[config.mk]
export PLATFORM = sky130hd
export DESIGN_NAME = rbf_subnet_sequencer
export DESIGN_NICKNAME = d
export VERILOG_FILES = /design/src/rtl/rbfseq_pkg.sv /design/src/rtl/rbfseq_reader.sv /design/src/rtl/rbfseq_settle.sv /design/src/rtl/rbfseq_capture.sv /design/src/rtl/rbf_subnet_sequencer.sv
export SDC_FILE = /design/constraint.sdc
export NUM_CORES = 1
export LEC_CHECK = 0
export BUFFER_PORTS_ARGS = -buffer_cell sky130_fd_sc_hd__buf_2
export CAP_MARGIN = 15
export CORE_MARGIN = 2
export CORE_UTILIZATION = 30
export DETAILED_ROUTE_END_ITERATION = 16
export PLACE_DENSITY = 0.6
export SYNTH_ARGS = -nofsm -noshare
export SYNTH_HDL_FRONTEND = slang
export SYNTH_SLANG_ARGS = --single-unit
export TNS_END_PERCENT = 50
[constraint.sdc]
create_clock -name clk -period 3.1 [get_ports clk]
set_clock_uncertainty 0.15 [all_clocks]
set_input_delay 0.62 -clock clk [delete_from_list [all_inputs] [get_ports clk]]
set_output_delay 0.62 -clock clk [all_outputs]
set_load 0.05 [all_outputs]
[src/rtl/rbfseq_pkg.sv]
`timescale 1ns/1ps
package rbfseq_pkg;
    localparam int SUB_BITS = 8;
    localparam int CNT_BITS = 8;

    typedef enum logic {RD_IDLE, RD_RUN} rd_state_t;

    typedef struct packed {
        logic                act;
        logic [SUB_BITS-1:0] sub;
        logic [CNT_BITS-1:0] cnt;
    } settle_t;

    function automatic logic [SUB_BITS-1:0] first_set(input logic [255:0] v);
        logic [SUB_BITS-1:0] r;
        r = '0;
        for (int i = 255; i >= 0; i--) begin
            if (v[i]) r = SUB_BITS'(i);
        end
        return r;
    endfunction
endpackage

[src/rtl/rbfseq_reader.sv]
`timescale 1ns/1ps
module rbfseq_reader
    import rbfseq_pkg::*;
#(
    parameter int NSUB = 3,
    parameter int DW = 8,
    parameter logic [NSUB*DW-1:0] DIM_LIST = {8'd6, 8'd5, 8'd4}
) (
    input  logic            clk,
    input  logic            rst,
    input  logic            go,
    output logic [NSUB-1:0] re,
    output logic [DW-1:0]   rd_pos,
    output logic            rd_last,
    output logic            reading
);
    rd_state_t           state;
    logic [SUB_BITS-1:0] sub;
    logic [DW-1:0]       pos;
    logic [DW-1:0]       cur_dim;
    logic                end_of_vec;

    assign cur_dim    = DIM_LIST[int'(sub)*DW +: DW];
    assign end_of_vec = (pos == cur_dim - DW'(1));
    assign reading    = (state == RD_RUN);
    assign rd_last    = reading && end_of_vec;
    assign rd_pos     = pos;
    assign re         = reading ? (NSUB'(1) << sub) : '0;

    always_ff @(posedge clk) begin
        if (rst) begin
            state <= RD_IDLE;
            sub   <= '0;
            pos   <= '0;
        end else begin
            case (state)
                RD_IDLE: begin
                    if (go) begin
                        state <= RD_RUN;
                        sub   <= '0;
                        pos   <= '0;
                    end
                end
                default: begin
                    if (end_of_vec) begin
                        pos <= '0;
                        if (sub == SUB_BITS'(NSUB - 1)) begin
                            state <= RD_IDLE;
                            sub   <= '0;
                        end else begin
                            sub <= sub + SUB_BITS'(1);
                        end
                    end else begin
                        pos <= pos + DW'(1);
                    end
                end
            endcase
        end
    end
endmodule

[src/rtl/rbfseq_settle.sv]
`timescale 1ns/1ps
module rbfseq_settle
    import rbfseq_pkg::*;
#(
    parameter int NSUB = 3,
    parameter int NR = 2
) (
    input  logic                clk,
    input  logic                rst,
    input  logic [NSUB-1:0]     re,
    input  logic                rd_last,
    output logic [NSUB-1:0]     le,
    output logic [NSUB-1:0]     oe,
    output logic                cap_en,
    output logic [SUB_BITS-1:0] cap_sub,
    output logic                busy
);
    logic [NSUB-1:0]     le_q;
    logic                le_last_q;
    settle_t             st;
    logic                cap_q;
    logic [SUB_BITS-1:0] cap_sub_q;
    logic                window_end;

    assign window_end = st.act && (st.cnt == CNT_BITS'(NR));

    always_ff @(posedge clk) begin
        if (rst) begin
            le_q      <= '0;
            le_last_q <= 1'b0;
            st        <= '0;
            cap_q     <= 1'b0;
            cap_sub_q <= '0;
        end else begin
            le_q      <= re;
            le_last_q <= rd_last;
            cap_q     <= window_end;
            if (window_end) cap_sub_q <= st.sub;
            if (le_last_q) begin
                st.act <= 1'b1;
                st.sub <= first_set(256'(le_q));
                st.cnt <= '0;
            end else if (st.act) begin
                if (window_end) st.act <= 1'b0;
                else            st.cnt <= st.cnt + CNT_BITS'(1);
            end
        end
    end

    assign le      = le_q;
    assign oe      = st.act ? (NSUB'(1) << st.sub) : '0;
    assign cap_en  = cap_q;
    assign cap_sub = cap_sub_q;
    assign busy    = (le_q != '0) || st.act || cap_q;
endmodule

[src/rtl/rbfseq_capture.sv]
`timescale 1ns/1ps
module rbfseq_capture
    import rbfseq_pkg::*;
#(
    parameter int NSUB = 3,
    parameter int DSTW = 12,
    parameter int CATW = 4
) (
    input  logic                 clk,
    input  logic                 rst,
    input  logic                 cap_en,
    input  logic [SUB_BITS-1:0]  cap_sub,
    input  logic [DSTW-1:0]      bus_dst,
    input  logic [CATW-1:0]      bus_cat,
    output logic [NSUB*DSTW-1:0] res_dst,
    output logic [NSUB*CATW-1:0] res_cat,
    output logic                 done
);
    for (genvar j = 0; j < NSUB; j++) begin : g_slot
        logic [DSTW-1:0] dst_q;
        logic [CATW-1:0] cat_q;
        always_ff @(posedge clk) begin
            if (rst) begin
                dst_q <= '0;
                cat_q <= '0;
            end else if (cap_en && (cap_sub == SUB_BITS'(j))) begin
                dst_q <= bus_dst;
                cat_q <= bus_cat;
            end
        end
        assign res_dst[j*DSTW +: DSTW] = dst_q;
        assign res_cat[j*CATW +: CATW] = cat_q;
    end

    always_ff @(posedge clk) begin
        if (rst) done <= 1'b0;
        else     done <= cap_en && (cap_sub == SUB_BITS'(NSUB - 1));
    end
endmodule

[src/rtl/rbf_subnet_sequencer.sv]
`timescale 1ns/1ps
module rbf_subnet_sequencer
    import rbfseq_pkg::*;
#(
    parameter int NSUB = 3,
    parameter int NR = 2,
    parameter int DW = 8,
    parameter logic [NSUB*DW-1:0] DIM_LIST = {8'd6, 8'd5, 8'd4},
    parameter int DSTW = 12,
    parameter int CATW = 4
) (
    input  logic                 clk,
    input  logic                 rst,
    input  logic                 start,
    input  logic [DSTW-1:0]      bus_dst,
    input  logic [CATW-1:0]      bus_cat,
    output logic [NSUB-1:0]      re,
    output logic [NSUB-1:0]      le,
    output logic [NSUB-1:0]      oe,
    output logic [DW-1:0]        rd_pos,
    output logic [NSUB*DSTW-1:0] res_dst,
    output logic [NSUB*CATW-1:0] res_cat,
    output logic                 done
);
    logic                rd_last;
    logic                reading;
    logic                settle_busy;
    logic                cap_en;
    logic [SUB_BITS-1:0] cap_sub;
    logic                go;

    assign go = start && !reading && !settle_busy;

    rbfseq_reader #(.NSUB(NSUB), .DW(DW), .DIM_LIST(DIM_LIST)) u_reader (
        .clk(clk), .rst(rst), .go(go), .re(re), .rd_pos(rd_pos),
        .rd_last(rd_last), .reading(reading)
    );

    rbfseq_settle #(.NSUB(NSUB), .NR(NR)) u_settle (
        .clk(clk), .rst(rst), .re(re), .rd_last(rd_last), .le(le), .oe(oe),
        .cap_en(cap_en), .cap_sub(cap_sub), .busy(settle_busy)
    );

    rbfseq_capture #(.NSUB(NSUB), .DSTW(DSTW), .CATW(CATW)) u_capture (
        .clk(clk), .rst(rst), .cap_en(cap_en), .cap_sub(cap_sub),
        .bus_dst(bus_dst), .bus_cat(bus_cat),
        .res_dst(res_dst), .res_cat(res_cat), .done(done)
    );
endmodule

# Yosys cells after proc, flatten, opt, wreduce, memory -nomap -nowiden
# Index checks and enable logic that the tools add are counted.
[op_classes]
addsub = 4
eq_ne = 6
shifts = 3
n_mux = 18
bitwise_logic = 1
reduce_logical = 17
[op_table]
columns = ["cell", "count"]
rows = [
  ["8-bit 2-to-1 mux", 6],
  ["8-bit by 1-bit adder with 8-bit output (second input constant)", 3],
  ["8-bit by 2-bit equality test with 1-bit output (second input constant)", 3],
  ["24-bit by 12-bit indexed part select with 8-bit output (first input constant)", 1],
  ["1-bit by 8-bit << shifter with 3-bit output (first input constant)", 2],
  ["8-bit by 1-bit equality test with 1-bit output (second input constant)", 1],
  ["8-bit equality test", 1],
  ["8-bit zero test", 1],
  ["8-bit by 1-bit subtractor with 8-bit output (second input constant)", 1],
  ["1-bit logical AND", 7],
  ["1-bit 2-to-1 mux", 7],
  ["2-bit 2-to-1 mux", 3],
  ["3-bit 2-to-1 mux", 2],
  ["2-bit AND reduction", 2],
  ["3-bit nonzero test", 1],
  ["1-bit zero test", 2],
  ["1-bit logical OR", 2],
  ["2-bit inequality test (second input constant)", 1],
  ["2-bit nonzero test", 1],
  ["2-bit OR reduction", 1],
  ["1-bit NOT", 1],
]
[totals]
ff_bits = 96
inputBits = 19
output_inout_bits = 66
word_cells = 66

# Depth between registers and ports, before layout
[depth]
word_depth = 7
depth_mapped = 9
ltp_nobuf = 8

# By module
# From an unflattened synthesis, not the netlist that was laid out.
[unflattened]
hier_cells = 402
hier_area_um2 = 3871.2
[by_module_without_submodules]
columns = ["mod", "instances", "cells_per_inst", "area_per_inst_um2", "seq_area_each_um2"]
rows = [
  ["rbfseq_capture", 1, 183, 2000.7, 980.9],
  ["rbfseq_reader", 1, 125, 1023.5, 340.3],
  ["rbfseq_settle", 1, 93, 834.6, 360.3],
  ["rbf_subnet_sequencer", 1, 1, 12.5, 0.0],
]

# Least setup slack after synthesis
# OpenSTA, ideal clock, no wires.
[synth_path]
path_kind = "register to register"
from = "register u_reader.sub[1]"
to = "register u_reader.sub[1]"
setup_ns = 0.121
t_arrival_ns = 2.524
t_required_ns = 2.829
path_slack_ns = 0.304
path_stages_with_launch = 9
n_path_buf = 1
period_less_slack_ns = 2.796
cell_sequence = "dfxtp_1 or4b_1 buf_2 ha_1 or4_4 a211oi_2 o211a_4 a21oi_2 mux2_4"
[synth_via]
elab_chain_len = 5
word_cells_on_any_way = 10
classes_between = "2 x add/sub; 3 x eq/ne; 1 x shift; 3 x mux; 1 x reduce/logical"
[synth_lines]
columns = ["element", "line_no", "source"]
rows = [
  ["start: declaration", "rbfseq_reader.sv:18", "logic [SUB_BITS-1:0] sub;"],
  ["start signal: assignment", "rbfseq_reader.sv:51", "sub <= sub + SUB_BITS'(1);"],
  ["24-bit by 12-bit indexed part select with 8-bit output", "rbfseq_reader.sv:23", "assign cur_dim = DIM_LIST[int'(sub)*DW +: DW];"],
  ["8-bit by 1-bit subtractor with 8-bit output", "rbfseq_reader.sv:24", "assign end_of_vec = (pos == cur_dim - DW'(1));"],
  ["8-bit equality test", "rbfseq_reader.sv:24", ""],
  ["2-bit inequality test (no source line)", "-", ""],
  ["2-bit AND reduction (no source line)", "-", ""],
]
# Several ways; a longest one is shown, not always the timed one. The select of a mux whose other input is x is not followed.
# A chain may end at the register's enable or synchronous reset.

# Worst setup path in the final report
[layout_path]
from = "register u_reader.sub[2]"
to = "register u_reader.sub[1]"
# Same word-level chain as after synthesis.

==> metrics.md <==
| Metric | Value |
|---|---|
| CTS H-tree lvls | 3 |
| Worst reg-to-reg setup slack | 310 ps |
| Wire length of the first global-routing pass | 14300 um |
| Detailed-route via count | 3040 |
| Final routed DRC violation total | 0 |
| Count of instances resized after the clock tree is built | 0 |
| Synthesis-stage register bit count | 84 |
| Hold Crit Depth | 2 |
| Sort of element at the start of the critical path | register |
| Pins over their slew limit | 0 |
| Total wire length after detailed routing | 8540 um |
| Worst endpoint data arrival time | 2860 ps |
| Skew-Pair Late Insertion Delay | 330 ps |
| Max-cap viol count | 0 |
| Required arrival time at the worst endpoint | 3170 ps |
| Total iterations of the first detailed-routing run | 4 |
| Delay contributed by the slowest stage of the critical path | 540 ps |
| Number of antenna cells inserted | 0 |
| Placed wire-length estimate after detailed placement | 5920 um |
| Class of the most critical setup path | register to register |
| Average size of a mapped cell | 8.51 sq um |
| Starting DRC count in detailed routing | 160 |
| Sequential fraction of the synthesis area | 48.7% |
| Most area-hungry cell type in the Yosys netlist | dfxtp_1 |
| Clock tree sinks | 84 |
| Buffer cell driving the clock tree root | clkbuf_16 |
| Slowest stage cell, crit path | or4b_1 |
| Pin count of the biggest net entering global routing | 67 |
| Gate count after technology mapping | 406 |
| Clock-pin slew reported for the worst setup and hold paths after clock tree synthesis | 60 ps |
| Chip Width | 111 um |
| I/O pin count | 85 |
| Final critical-path setup slack | 308 ps |
| Net count after synthesis | 431 |
| Share of Yosys cell area claimed by the top area cell type | 48.7% |
| Number of buffers added to fix hold violations after cts | 0 |
| Dpl ws | 315 ps |
| Fraction of layout instances using a drive strength above 1 | 25.3% |
| Max IR drop VDD | 0.198 mV |
| Element type at the critical path end | register |
| Synth Warn # | 0 |
| Relative slew slack | 48.7% |
| Post-synth ARST share | 0% |
| Count of unique library cells instantiated by Yosys | 52 |
| Total Negative Setup Slacks | 0 ps |
| Count of nets after finishing | 510 |
| Count of port buffers added during placement | 84 |
| Commonest register cell after synthesis | dfxtp_1 |
| Via count of the first global-routing pass | 2890 |
| Core area | 11300 sq um |
| Worst reg2reg path depth | 7 |
| Effective utilization at floorplan | 30.5% |
| CTS tree | yes |
| Row count | 39 |
| Total leakage power | 1.79 nW |
| Average detailed-routed wire length per instance | 13.5 um |
| Min Clock Period, post-route | 2790 ps |
| Count of final setup violators | 0 |
| Highest clock frequency the design can meet | 0.358 GHz |
| Max Buffers Root-to-Sink | 2 |
| Antenna viol nets, final | 0 |
| Slew at the pin closest to its max-slew limit | 767 ps |
| Number of synthesized flops with an enable pin | 0 |
| Max FO, Critical Path | 8 |
| Final weighted congestion in routability-driven placement | 0.854 |
| Ranking of synthesized cells by area | dfxtp_1, nand2_1, a21oi_1 |
| Via-to-Cell Ratio | 4.80 |
| Tot GR Track Use | 14.2% |
| Pwr/cell area | 539 nW/um^2 |
| Core Util, Final | 38.0% |
| DIE AREA | 12400 sq um |
| Antenna violations before repair | 0 |
| Number of failing hold endpoints at the final stage | 0 |
| List of cells traversed by the critical path | or4b_1 -> ha_1 -> or4_4 -> a211oi_2 -> o211a_4 -> a21oi_2 -> mux2_4 |
| Final clock period utilization by the worst path | 90.1% |
| Result of the run | finished, final reports clean |
| Post-CTS Repair Setup Buffers | 0 |
| Post-synthesis to final-layout area growth | 24.6% |
| Floorplan die height | 111 um |
| Post-synth design cell area | 3450 sq um |
| Congestion Overflow GR | 0 |
| Worst hold path class | register to register |
| Cts bufs inserted | 9 |
| Post-layout power | 0.00232 W |
| RSZ-0062 raised after global routing | false |
[stage by stage]
stage	hold WS, ps	instance area (sq um)	cells
2_1_floorplan	289	3450	406
3_3_place_gp	290	3990	617
3_5_place_dp	296	3990	617
4_1_cts	303	4300	633
5_1_grt	325	4300	633
6_report	301	4300	633
[worst max-delay path, delay by kind of cell, from the launching register on]
kind	cells	cell delay, ps
multiplexers	1	310
flip-flops	1	360
adder cells (fa/ha/maj)	1	260
AO/OA/AOI/OAI	3	630
AND/OR/NAND/NOR	2	970
[area by class of cell]
type | count | area, sq um
clock inverters | 4 | 72.6
multi-input cells | 296 | 1640
well taps | 143 | 179
flip-flops and latches | 84 | 1680
fillers | 1166 | 7020
clock buffers | 12 | 246
inverters | 4 | 15.0
repair buffers | 90 | 465
[routing by layer]
| layer | vias to the layer above | global-route usage, % | share of wire [%] |
|---|---|---|---|
| met5 | - | 0 | 0 |
| met4 | 0 | 6.26 | 1.8 |
| met3 | 14 | 2.95 | 3.7 |
| met2 | 55 | 21.7 | 45 |
| met1 | 1428 | 19.4 | 49 |
| li1 | 1543 | - | - |
[report_power, final]
group,leakage (nW),total (W),switching [W],internal [W]
Combinational,0.957,0.0000904,0.0000607,0.0000298
Sequential,0.677,0.00109,0.0000110,0.00108
Clock,0.153,0.00114,0.000409,0.000727
Total,1.79,0.00232,0.000481,0.00184
[kinds of logic after synthesis]
logic type	count (synthesis)	synth area share (%)
compound gates	81	14.4
xor+xnor	14	3.77
fa+ha+maj	6	2.17
buf+inv	26	3.88
flops	84	48.7
mux	3	1.01
simple gates	192	26.1
[registers in the layout, summed over array words and instances, names as in the netlist, 2 cells and up]
name,flops
u_settle.cap_sub,2
u_settle.st,11
u_settle.le,3
u_capture.g_slot.cat_q,12
u_reader.sub,8
u_reader.rd_pos,8
u_capture.g_slot.dst_q,36
[final timing paths]
| check | startpoint | end |
|---|---|---|
| setup / recovery | u_reader.sub[2] | u_reader.sub[1] |
| hold / removal | u_capture.g_slot[1].dst_q[2] | u_capture.g_slot[1].dst_q[2] |
| setup reg to reg | u_reader.sub[2] | u_reader.sub[1] |
| hold reg to reg | u_capture.g_slot[1].dst_q[2] | u_capture.g_slot[1].dst_q[2] |
[cell usage in the layout, fill, tap and decap left out, types with 7 or more instances in the layout]
cell and instances:
nand2_1 110, buf_2 84, dfxtp_1 84, a21oi_1 58, nor2_1 29, xor2_1 10
clkbuf_16 9, nand3_1 7
[synthesized netlist by cell type, drive strengths merged, types with 6 or more instances]
library cell and count:
a31oi 6, nor2 29, dfxtp 84, a21oi 59, nand2b 6, nand4 6
nand2 110, ha 6, and3 6, clkbuf 19, nand3 7, xor2 10
(Power assumes the default switching activity.)
